[src/rtl/sec_tally_pkg.sv]
package sec_tally_pkg;
  localparam int BYTE_W    = 8;
  localparam int NUM_LANES = 4;
  localparam int LANE_IDX_W = $clog2(NUM_LANES);
  localparam int COUNT_W   = BYTE_W * NUM_LANES;

  typedef enum logic [1:0] {
    RD_ZERO,
    RD_TYPE,
    RD_CTRL,
    RD_COUNT
  } rdSrc_e;

  // Strobes from the decoder to the datapath
  typedef struct packed {
    logic [NUM_LANES-1:0]  byteWr;
    logic                  ctrlWr;
    rdSrc_e                rdSrc;
    logic [LANE_IDX_W-1:0] rdLane;
  } regStrobe_t;
endpackage

[src/rtl/sec_tally_ctrl.sv]
module sec_tally_ctrl
  import sec_tally_pkg::*;
#(
  parameter int              ADDR_W    = 8,
  parameter logic [ADDR_W-1:0] LOAD_BASE = 8'h40,
  parameter logic [ADDR_W-1:0] RUN_ADDR  = 8'h46,
  parameter logic [ADDR_W-1:0] READ_BASE = 8'h48,
  parameter logic [ADDR_W-1:0] TYPE_ADDR = 8'h05
) (
  input  logic              clk,
  input  logic              rstN,
  input  logic [ADDR_W-1:0] regAddr,
  input  logic              regWe,
  output regStrobe_t        strobe
);

  always_comb begin
    strobe        = '0;
    strobe.rdSrc  = RD_ZERO;
    for (int lane = 0; lane < NUM_LANES; lane++) begin
      if (regAddr == ADDR_W'(LOAD_BASE + ADDR_W'(lane))) begin
        strobe.byteWr[lane] = regWe;
      end
      if (regAddr == ADDR_W'(READ_BASE + ADDR_W'(lane))) begin
        strobe.rdSrc  = RD_COUNT;
        strobe.rdLane = LANE_IDX_W'(lane);
      end
    end
    if (regAddr == RUN_ADDR) begin
      strobe.rdSrc  = RD_CTRL;
      strobe.ctrlWr = regWe;
    end
    if (regAddr == TYPE_ADDR) begin
      strobe.rdSrc = RD_TYPE;
    end
  end


  strobe_exclusive_chk: assert property (@(posedge clk) disable iff (!rstN)
    $onehot0({strobe.byteWr, strobe.ctrlWr}));


  no_write_when_idle_chk: assert property (@(posedge clk) disable iff (!rstN)
    !regWe |-> (strobe.byteWr == '0 && !strobe.ctrlWr));

endmodule

[src/rtl/sec_tally_dp.sv]
module sec_tally_dp
  import sec_tally_pkg::*;
#(
  parameter logic [BYTE_W-1:0] TYPE_VALUE = 8'h01,
  parameter int                RUN_BIT    = 7
) (
  input  logic               clk,
  input  logic               rstN,
  input  regStrobe_t         strobe,
  input  logic [BYTE_W-1:0]  wrData,
  input  logic               tick,
  output logic [BYTE_W-1:0]  rdData,
  output logic [COUNT_W-1:0] countOut
);

  logic [COUNT_W-1:0] count;
  logic [COUNT_W-1:0] loaded;
  logic               runEn;
  logic               anyLoad;

  assign anyLoad  = |strobe.byteWr;
  assign countOut = count;

  for (genvar lane = 0; lane < NUM_LANES; lane++) begin : g_lane
    assign loaded[lane*BYTE_W +: BYTE_W] =
      strobe.byteWr[lane] ? wrData : count[lane*BYTE_W +: BYTE_W];


    lane_keep_chk: assert property (@(posedge clk) disable iff (!rstN)
      (anyLoad && !strobe.byteWr[lane]) |=>
        count[lane*BYTE_W +: BYTE_W] == $past(count[lane*BYTE_W +: BYTE_W]));


    lane_load_chk: assert property (@(posedge clk) disable iff (!rstN)
      strobe.byteWr[lane] |=> count[lane*BYTE_W +: BYTE_W] == $past(wrData));
  end

  always_ff @(posedge clk) begin
    if (!rstN) begin
      count <= '0;
      runEn <= 1'b0;
    end else begin
      if (strobe.ctrlWr) runEn <= wrData[RUN_BIT];
      if (anyLoad) begin
        count <= loaded;
      end else if (runEn && tick) begin
        count <= count + COUNT_W'(1);
      end
    end
  end

  always_comb begin
    rdData = '0;
    unique case (strobe.rdSrc)
      RD_TYPE:  rdData = TYPE_VALUE;
      RD_CTRL:  rdData[RUN_BIT] = runEn;
      RD_COUNT: rdData = count[strobe.rdLane*BYTE_W +: BYTE_W];
      default:  rdData = '0;
    endcase
  end


  hold_when_stopped_chk: assert property (@(posedge clk) disable iff (!rstN)
    (!runEn && !anyLoad) |=> $stable(count));


  step_on_tick_chk: assert property (@(posedge clk) disable iff (!rstN)
    (runEn && tick && !anyLoad) |=> count == $past(count) + COUNT_W'(1));


  wrap_to_zero_chk: assert property (@(posedge clk) disable iff (!rstN)
    (runEn && tick && !anyLoad && (&count)) |=> count == '0);


  run_bit_load_chk: assert property (@(posedge clk) disable iff (!rstN)
    strobe.ctrlWr |=> runEn == $past(wrData[RUN_BIT]));

endmodule

[src/rtl/sec_tally_top.sv]
module sec_tally_top
  import sec_tally_pkg::*;
#(
  parameter int ADDR_W = 8
) (
  input  logic               clk,
  input  logic               rstN,
  input  logic [ADDR_W-1:0]  regAddr,
  input  logic               regWe,
  input  logic [BYTE_W-1:0]  regWdata,
  output logic [BYTE_W-1:0]  regRdata,
  input  logic               tickPulse,
  output logic [COUNT_W-1:0] countOut
);

  regStrobe_t strobe;

  sec_tally_ctrl #(.ADDR_W(ADDR_W)) ctrl_i (
    .clk     (clk),
    .rstN    (rstN),
    .regAddr (regAddr),
    .regWe   (regWe),
    .strobe  (strobe)
  );

  sec_tally_dp dp_i (
    .clk      (clk),
    .rstN     (rstN),
    .strobe   (strobe),
    .wrData   (regWdata),
    .tick     (tickPulse),
    .rdData   (regRdata),
    .countOut (countOut)
  );

endmodule

[config.mk]
export PLATFORM = sky130hd
export DESIGN_NAME = sec_tally_top
export DESIGN_NICKNAME = d
export VERILOG_FILES = /design/src/rtl/sec_tally_pkg.sv /design/src/rtl/sec_tally_ctrl.sv /design/src/rtl/sec_tally_dp.sv /design/src/rtl/sec_tally_top.sv
export SDC_FILE = /design/constraint.sdc
export NUM_CORES = 1
export LEC_CHECK = 0
export ABC_AREA = 1
export ABC_CLOCK_PERIOD_IN_PS = 1800
export BUFFER_PORTS_ARGS = -buffer_cell sky130_fd_sc_hd__buf_4
export CAP_MARGIN = 5
export CORE_ASPECT_RATIO = 0.8
export CORE_MARGIN = 5
export CORE_UTILIZATION = 50
export CTS_BUF_LIST = sky130_fd_sc_hd__clkbuf_4 sky130_fd_sc_hd__clkbuf_8
export DETAILED_ROUTE_END_ITERATION = 8
export GPL_ROUTABILITY_DRIVEN = 0
export PLACE_DENSITY_LB_ADDON = 0.05
export SETUP_SLACK_MARGIN = 0.1
export SLEW_MARGIN = 10
export SYNTH_ARGS = -nofsm -noshare
export SYNTH_HDL_FRONTEND = slang
export SYNTH_SLANG_ARGS = --single-unit
[constraint.sdc]
create_clock -name clk -period 1.8 [get_ports clk]
set_input_delay 0.18 -clock clk [delete_from_list [all_inputs] [get_ports clk]]
set_output_delay 0.18 -clock clk [all_outputs]
set_load 0.005 [all_outputs]
==> results of run 1 <==
through the flow:
| stage | util, % | instance area, um2 |
|---|---|---|
| after CTS | 64.2 | 3550 |
| after global routing | 65.1 | 3590 |
| after global placement | 62.5 | 3460 |
| after floorplan | - | 2900 |
| final | 65.1 | 3590 |
| after detailed placement | 62.5 | 3460 |
kinds of logic (layout without fill, tap and decap cells):
logic type | Yosys count | after routing | share of synthesized area [%]
DFF | 33 | 33 | 22.8
xor gates and xnor gates | 7 | 7 | 2.12
buffers and inverters | 71 | 136 | 10.8
and+or+nand+nor | 296 | 297 | 47.5
AOI/OAI and AO/OA | 88 | 88 | 16.4
adders and majority gates | 1 | 1 | 0.432
routing by layer:
layer  track usage [%]  vias to the layer above  part of all wire (%)
met5                 0                        -                     0
met4              7.06                        0                   1.6
met3              6.02                       15                   9.6
met2              41.5                      213                    44
met1              36.8                     1565                    45
li1                  -                     1729                     -
cells in the final DEF, fill, tap and decap left out, drive strengths merged:
cell / synthesis / routed
a21boi: 2 / 2
a21oi: 33 / 33
and3: 1 / 1
buf: 8 / 68
clkbuf: 2 / 7
dfxtp: 33 / 33
ha: 1 / 1
inv: 61 / 61
nand2: 149 / 149
nand3: 40 / 40
nand4: 4 / 4
nor2: 97 / 98
nor3: 5 / 5
o211ai: 10 / 10
o21ai: 43 / 43
xnor2: 1 / 1
xor2: 6 / 6
path summary, 6_finish.rpt:
kind | cells after the start | endpoint | slack [ns]
min reg2reg | 2 | dp_i.countOut[5] | 0.59
min | 3 | dp_i.runEn | 0.19
max | 13 | regRdata[7] | 0.16
max reg2reg | 9 | dp_i.countOut[18] | 0.22
sequential cells by signal, indices dropped and copies added (netlist names):
register       flops
dp_i.runEn         1
dp_i.countOut     32
power breakdown:
part / internal (mW) / switching (mW)
registers: 0.732 / 0.00433
logic: 0.0501 / 0.0743
clock network: 0.319 / 0.274
synth_stat cells, types with 2 or more instances:
library cell	instances	area share (%)
buf_4	3	0.78
inv_1	55	7.1
nor2_4	10	3.9
o21ai_1	2	0.35
nor2_2	9	1.9
clkbuf_1	2	0.26
nand2_2	3	0.65
buf_6	3	1.2
dfxtp_1	33	23
nor2_1	77	10
o211ai_1	10	2.6
nor3_1	4	0.69
a21boi_0	2	0.52
o21ai_0	40	6.9
inv_2	2	0.26
xor2_1	6	1.8
nand2_4	6	2.3
inv_4	4	0.86
nand3_1	38	6.6
a21oi_1	33	5.7
nand4_1	3	0.65
nand2_1	140	18
final cells by class:
type,instances,share of cell area (%)
multi-input cells,393,54.6
well taps,78,2.71
flip-flops and latches,33,18.4
repair buffers,68,15.0
clock buffers,7,2.51
inverters,61,6.72
critical path, stage by stage:
cell and delay (ns):
buf_4 0.10, inv_1 0.05, nand2_2 0.07, nor2_4 0.16
buf_6 0.14, nand2_8 0.09, nor2_8 0.18, inv_4 0.08
nand3_1 0.09, nand2_1 0.06, nand2_1 0.07, nand2_1 0.05
buf_4 0.13
timing repair:
item / in CTS / in global routing
endpoints found under the setup margin: 0 / 12
gates resized for setup: 0 / 10
hold buffers: 0 / 0
==> metrics.md, run 1 <==
| Metric | Value |
|---|---|
| Worst Max-Slew Pin Slew | 0.330 ns |
| TritonRoute pass-1 iters | 5 |
| Max Clock Skew | 0.00512 ns |
| Die Y | 78.1 um |
| Worst Path Arrival | 1.46 ns |
| WL/cell | 15.2 um |
| CP required | 1.62 ns |
| Maxcap violations | 0 |
| DIE WIDTH | 95.1 um |
| Lkg Pwr | 1.66 nW |
| Worst-Skew Late Latency | 0.29 ns |
| Layout Cells excl Fill | 640 |
| Hold Fails Final Rpt | 0 |
| CTS Buf Count | 5 |
| FMAX | 611 MHz |
| Setup TNS | 0 ns |
| Fin. max-slew vios | 0 |
| Final-layout fill cell count | 557 |
| # setup viols final | 0 |
| Multi-input combinational cell area | 1960 um2 |
| Library cells used by synthesis | 33 |
| Root Buffer | clkbuf_8 |
| Crit Path Class | in -> out |
| Total wire length | 9720 um |
| Mapped Cells | 496 |
| FF-to-FF Start | dp_i.countOut[0] |
| Overall global routing resource usage | 26.6% |
| Pre-CTS worst setup slack | 0.137 ns |
| Nature of the critical path startpoint | input port |
| DP Wirelength | 7300 um |
| Asr flop ratio synth | 0% |
| Clock Pin Slew Worst Setup and Hold Paths | 0.07 ns |
| Number of synthesis warnings | 0 |
| Setup bufs post-CTS | 0 |
| Flops & latches, synth | 33 |
| Final Cycle Share | 91.0% |
| H-tree depth | 2 |
| Start point of the critical path | regAddr[4] |
| Number of flops mapped to enable cells by yosys | 0 |
| NumNets Final | 583 |
| Pin count of the biggest net entering global routing | 39 |
| # diodes | 0 |
| CP max FO | 9 |
| Number of core rows | 24 |
| Peak supply drop | 0.262 mV |
| Register area | 663 um2 |
| Hold slack final | 0.192 ns |
| Unrepaired setup endpoints after global routing | true |
| Min-delay src | regWdata[7] |
| HP Class | in -> reg |
| Nature of the critical path endpoint | output pin |
| Max Buffers Root-to-Sink | 2 |
| PnR Total Power | 1.45 mW |
| Initial core utilization | 52.4% |
| DR vias/cell | 5.50 |
| PD cells | 404 nW/um2 |
| Seq/Total Area, Yosys | 22.8% |
| Clock Sinks | 33 |
| Post-synthesis net count | 517 |
| Post-placement cell count | 632 |
| CTS tree | done |
| Number of global-route vias before repair | 3234 |
| Antenna violations before repair | 0 |
| Vias | 3522 |
| Number of routed nets with antenna violations | 0 |
| Synthesized area | 2900 um2 |
| Final worst path period need | 1.64 ns |
| Ratio of cells with drive above 1 in the final layout | 21.4% |
| Main synth FF type | dfxtp_1 |
| Mapped Avg Cell Area | 5.84 um2 |
| Total core area | 5530 um2 |
| Layout area overhead | 24.2% |
| Slew margin rel. | 78.0% |
| First-pass GRT wire length | 15800 um |
| Setup WS post-layout | 0.162 ns |
| Ports | 60 |
| Total grt overflow | 0 |
| Die area | 7420 um2 |
| Status | complete, no violations |
| Initial DRC Count | 336 |
| IO Port Bufs | 59 |
| DRC errors left | 0 |
Note: power is estimated with default switching activity, not from simulation.
==> inputs of run 2 (changes only) <==
--- a/config.mk
+++ b/config.mk
@@ -9,7 +9,7 @@
 export ABC_CLOCK_PERIOD_IN_PS = 1800
 export BUFFER_PORTS_ARGS = -buffer_cell sky130_fd_sc_hd__buf_4
 export CAP_MARGIN = 5
-export CORE_ASPECT_RATIO = 0.8
+export CORE_ASPECT_RATIO = 1.75
 export CORE_MARGIN = 5
 export CORE_UTILIZATION = 50
 export CTS_BUF_LIST = sky130_fd_sc_hd__clkbuf_4 sky130_fd_sc_hd__clkbuf_8
==> run 2 against run 1 <==
Against the previous run:
- critical path depth unchanged
- combinational power is essentially flat
- maximum frequency up 2.0%
- largest cell class unchanged
- final cell count is 0.94% higher
==> metrics.md, run 2 (same netlist as run 1, synthesis figures left out) <==
| Metric | Value |
|---|---|
| Slew margin rel. | 77.8% |
| DIE WIDTH | 67.5 um |
| R2R depth | 9 |
| Number of routed nets with antenna violations | 0 |
| Overall global routing resource usage | 26.8% |
| Clock Sinks | 33 |
| Clock Pin Slew Worst Setup and Hold Paths | 0.07 ns |
| Die area | 7470 um2 |
| WP buf/inv | 5 |
| Cells along the critical path | buf_4 > inv_1 > nand2_1 > nor2_4 > buf_12 > nand2_8 > nor2_8 > inv_4 > nand3_1 > nand2_1 > nand2_1 > nand2_1 > buf_4 |
| FMAX | 623 MHz |
| CTS Buf Count | 5 |
| Final Cycle Share | 89.2% |
| Lkg Pwr | 1.71 nW |
| # diodes | 0 |
| Register area | 664 um2 |
| Layout area overhead | 26.4% |
| CTS tree | done |
| Worst path max stage delay | 0.17 ns |
| Vias | 3538 |
| DR vias/cell | 5.48 |
| # setup viols final | 0 |
| Number of flip-flops under the largest register name | 32 |
| PnR Total Power | 1.63 mW |
| Fin. max-slew vios | 0 |
| DRC errors left | 0 |
| Max Buffers Root-to-Sink | 2 |
| Root Buffer | clkbuf_8 |
| Max Clock Skew | 0.00272 ns |
| Hold depth | 3 |
| TritonRoute pass-1 iters | 5 |
| Nature of the critical path endpoint | output pin |
| Layout Utilization | 65.5% |
| Total core area | 5590 um2 |
| Min-delay src | regWdata[7] |
| Pin count of the biggest net entering global routing | 34 |
| IO Port Bufs | 59 |
| Ratio of cells with drive above 1 in the final layout | 22.6% |
| Most used cell, CP | nand2_1 |
| First-pass GRT wire length | 15600 um |
| Hold EP | dp_i.runEn |
| Die Y | 111 um |
| Antenna violations before repair | 0 |
| CP required | 1.62 ns |
| Final-layout fill cell count | 596 |
| Most common cell after layout, fill and taps aside | nand2_1 |
| WL/cell | 15.4 um |
| Multi-input combinational cell area | 1960 um2 |
| Total grt overflow | 0 |
| Critical-path top delay cell | nor2_8 |
| Top delay family on crit path | simple AND/OR/NAND/NOR gates |
| FF-to-FF Start | dp_i.countOut[0] |
| Unrepaired setup endpoints after global routing | true |
| Number of global-route vias before repair | 3311 |
| Peak supply drop | 0.383 mV |
| Total wire length | 9920 um |
| Number of core rows | 36 |
| Initial DRC Count | 342 |
| Worst-Skew Late Latency | 0.29 ns |
| Ports | 60 |
| DP Area | 3460 um2 |
| Setup TNS | 0 ns |
| PD cells | 444 nW/um2 |
| Initial core utilization | 51.8% |
| Status | complete, no violations |
| HP Class | in -> reg |
| R2R setup slack | 0.19 ns |
| Commonest cells after routing, fill and taps aside | nand2_1 (140), nor2_1 (77), buf_4 (74), inv_1 (55), o21ai_0 (40) |
| Final worst path period need | 1.61 ns |
| Nature of the critical path startpoint | input port |
| H-tree depth | 2 |
| Hold Fails Final Rpt | 0 |
| Worst Path Arrival | 1.43 ns |
| Worst reg2reg endpoint | dp_i.countOut[18] |
| Number of hold-repair buffers added at the cts stage | 0 |
| Final instance area | 3660 um2 |
| DP Wirelength | 7630 um |
| Worst Max-Slew Pin Slew | 0.333 ns |
| CP max FO | 9 |
| Crit Path Class | in -> out |
| NumNets Final | 590 |
| Maxcap violations | 0 |
-- run 2: changes by cell type in the layout (fill, tap and decap cells not counted), sizes merged --
cell / change
buf: +7
bufinv: +1
-- run 2: metal layers --
layer | routed length (um) | global-route usage (%) | up-vias
met5 | 0 | 0 | -
met4 | 528 | 14.4 | 0
met3 | 624 | 4.06 | 44
met2 | 5050 | 46.6 | 156
met1 | 3710 | 29.6 | 1602
li1 | - | - | 1736
-- run 2: tightest hold or removal path: stages --
cell	delay, ns
buf_4	0.07
inv_1	0.06
a21oi_1	0.12
-- run 2: cell type report --
class,count,share of cell area [%]
multi-input cells,393,53.7
flip-flops and latches,33,18.1
repair buffers,75,15.7
inverters,61,6.60
well taps,76,2.60
clock buffers,7,2.46
clock inverters,1,0.820
-- run 2: where the power goes --
part / switching [mW] / total (mW) / internal (mW)
Clock: 0.299 / 0.766 / 0.467
Combinational: 0.0719 / 0.124 / 0.0518
Sequential: 0.00450 / 0.736 / 0.732
-- run 2: repair_timing --
item / in CTS / in global routing
resized for setup: 0 / 10
setup endpoints to repair: 0 / 13
endpoints found under the hold margin: 0 / 0
setup buffers: 0 / 5
-- run 2: metrics by stage --
stage | hold slack [ns] | setup WS, ns | cells
final | 0.185 | 0.194 | 646
after global routing | 0.193 | 0.0916 | 646
after CTS | 0.189 | 0.118 | 640
after detailed placement | 0.487 | 0.117 | 632
after global placement | 0.474 | 0.162 | 632
after floorplan | 0.318 | 0.384 | 496
-- run 2: how the worst max path moves through the flow --
stage	cells past startpoint	endpoint	startpoint
finish	13	regRdata[7]	regAddr[4]
floorplan	8	dp_i.countOut[10]	dp_i.countOut[0]
global route	7	dp_i.countOut[10]	dp_i.countOut[5]
global placement	13	regRdata[7]	regAddr[7]
detailed placement	13	regRdata[7]	regAddr[7]
CTS	13	regRdata[7]	regAddr[7]
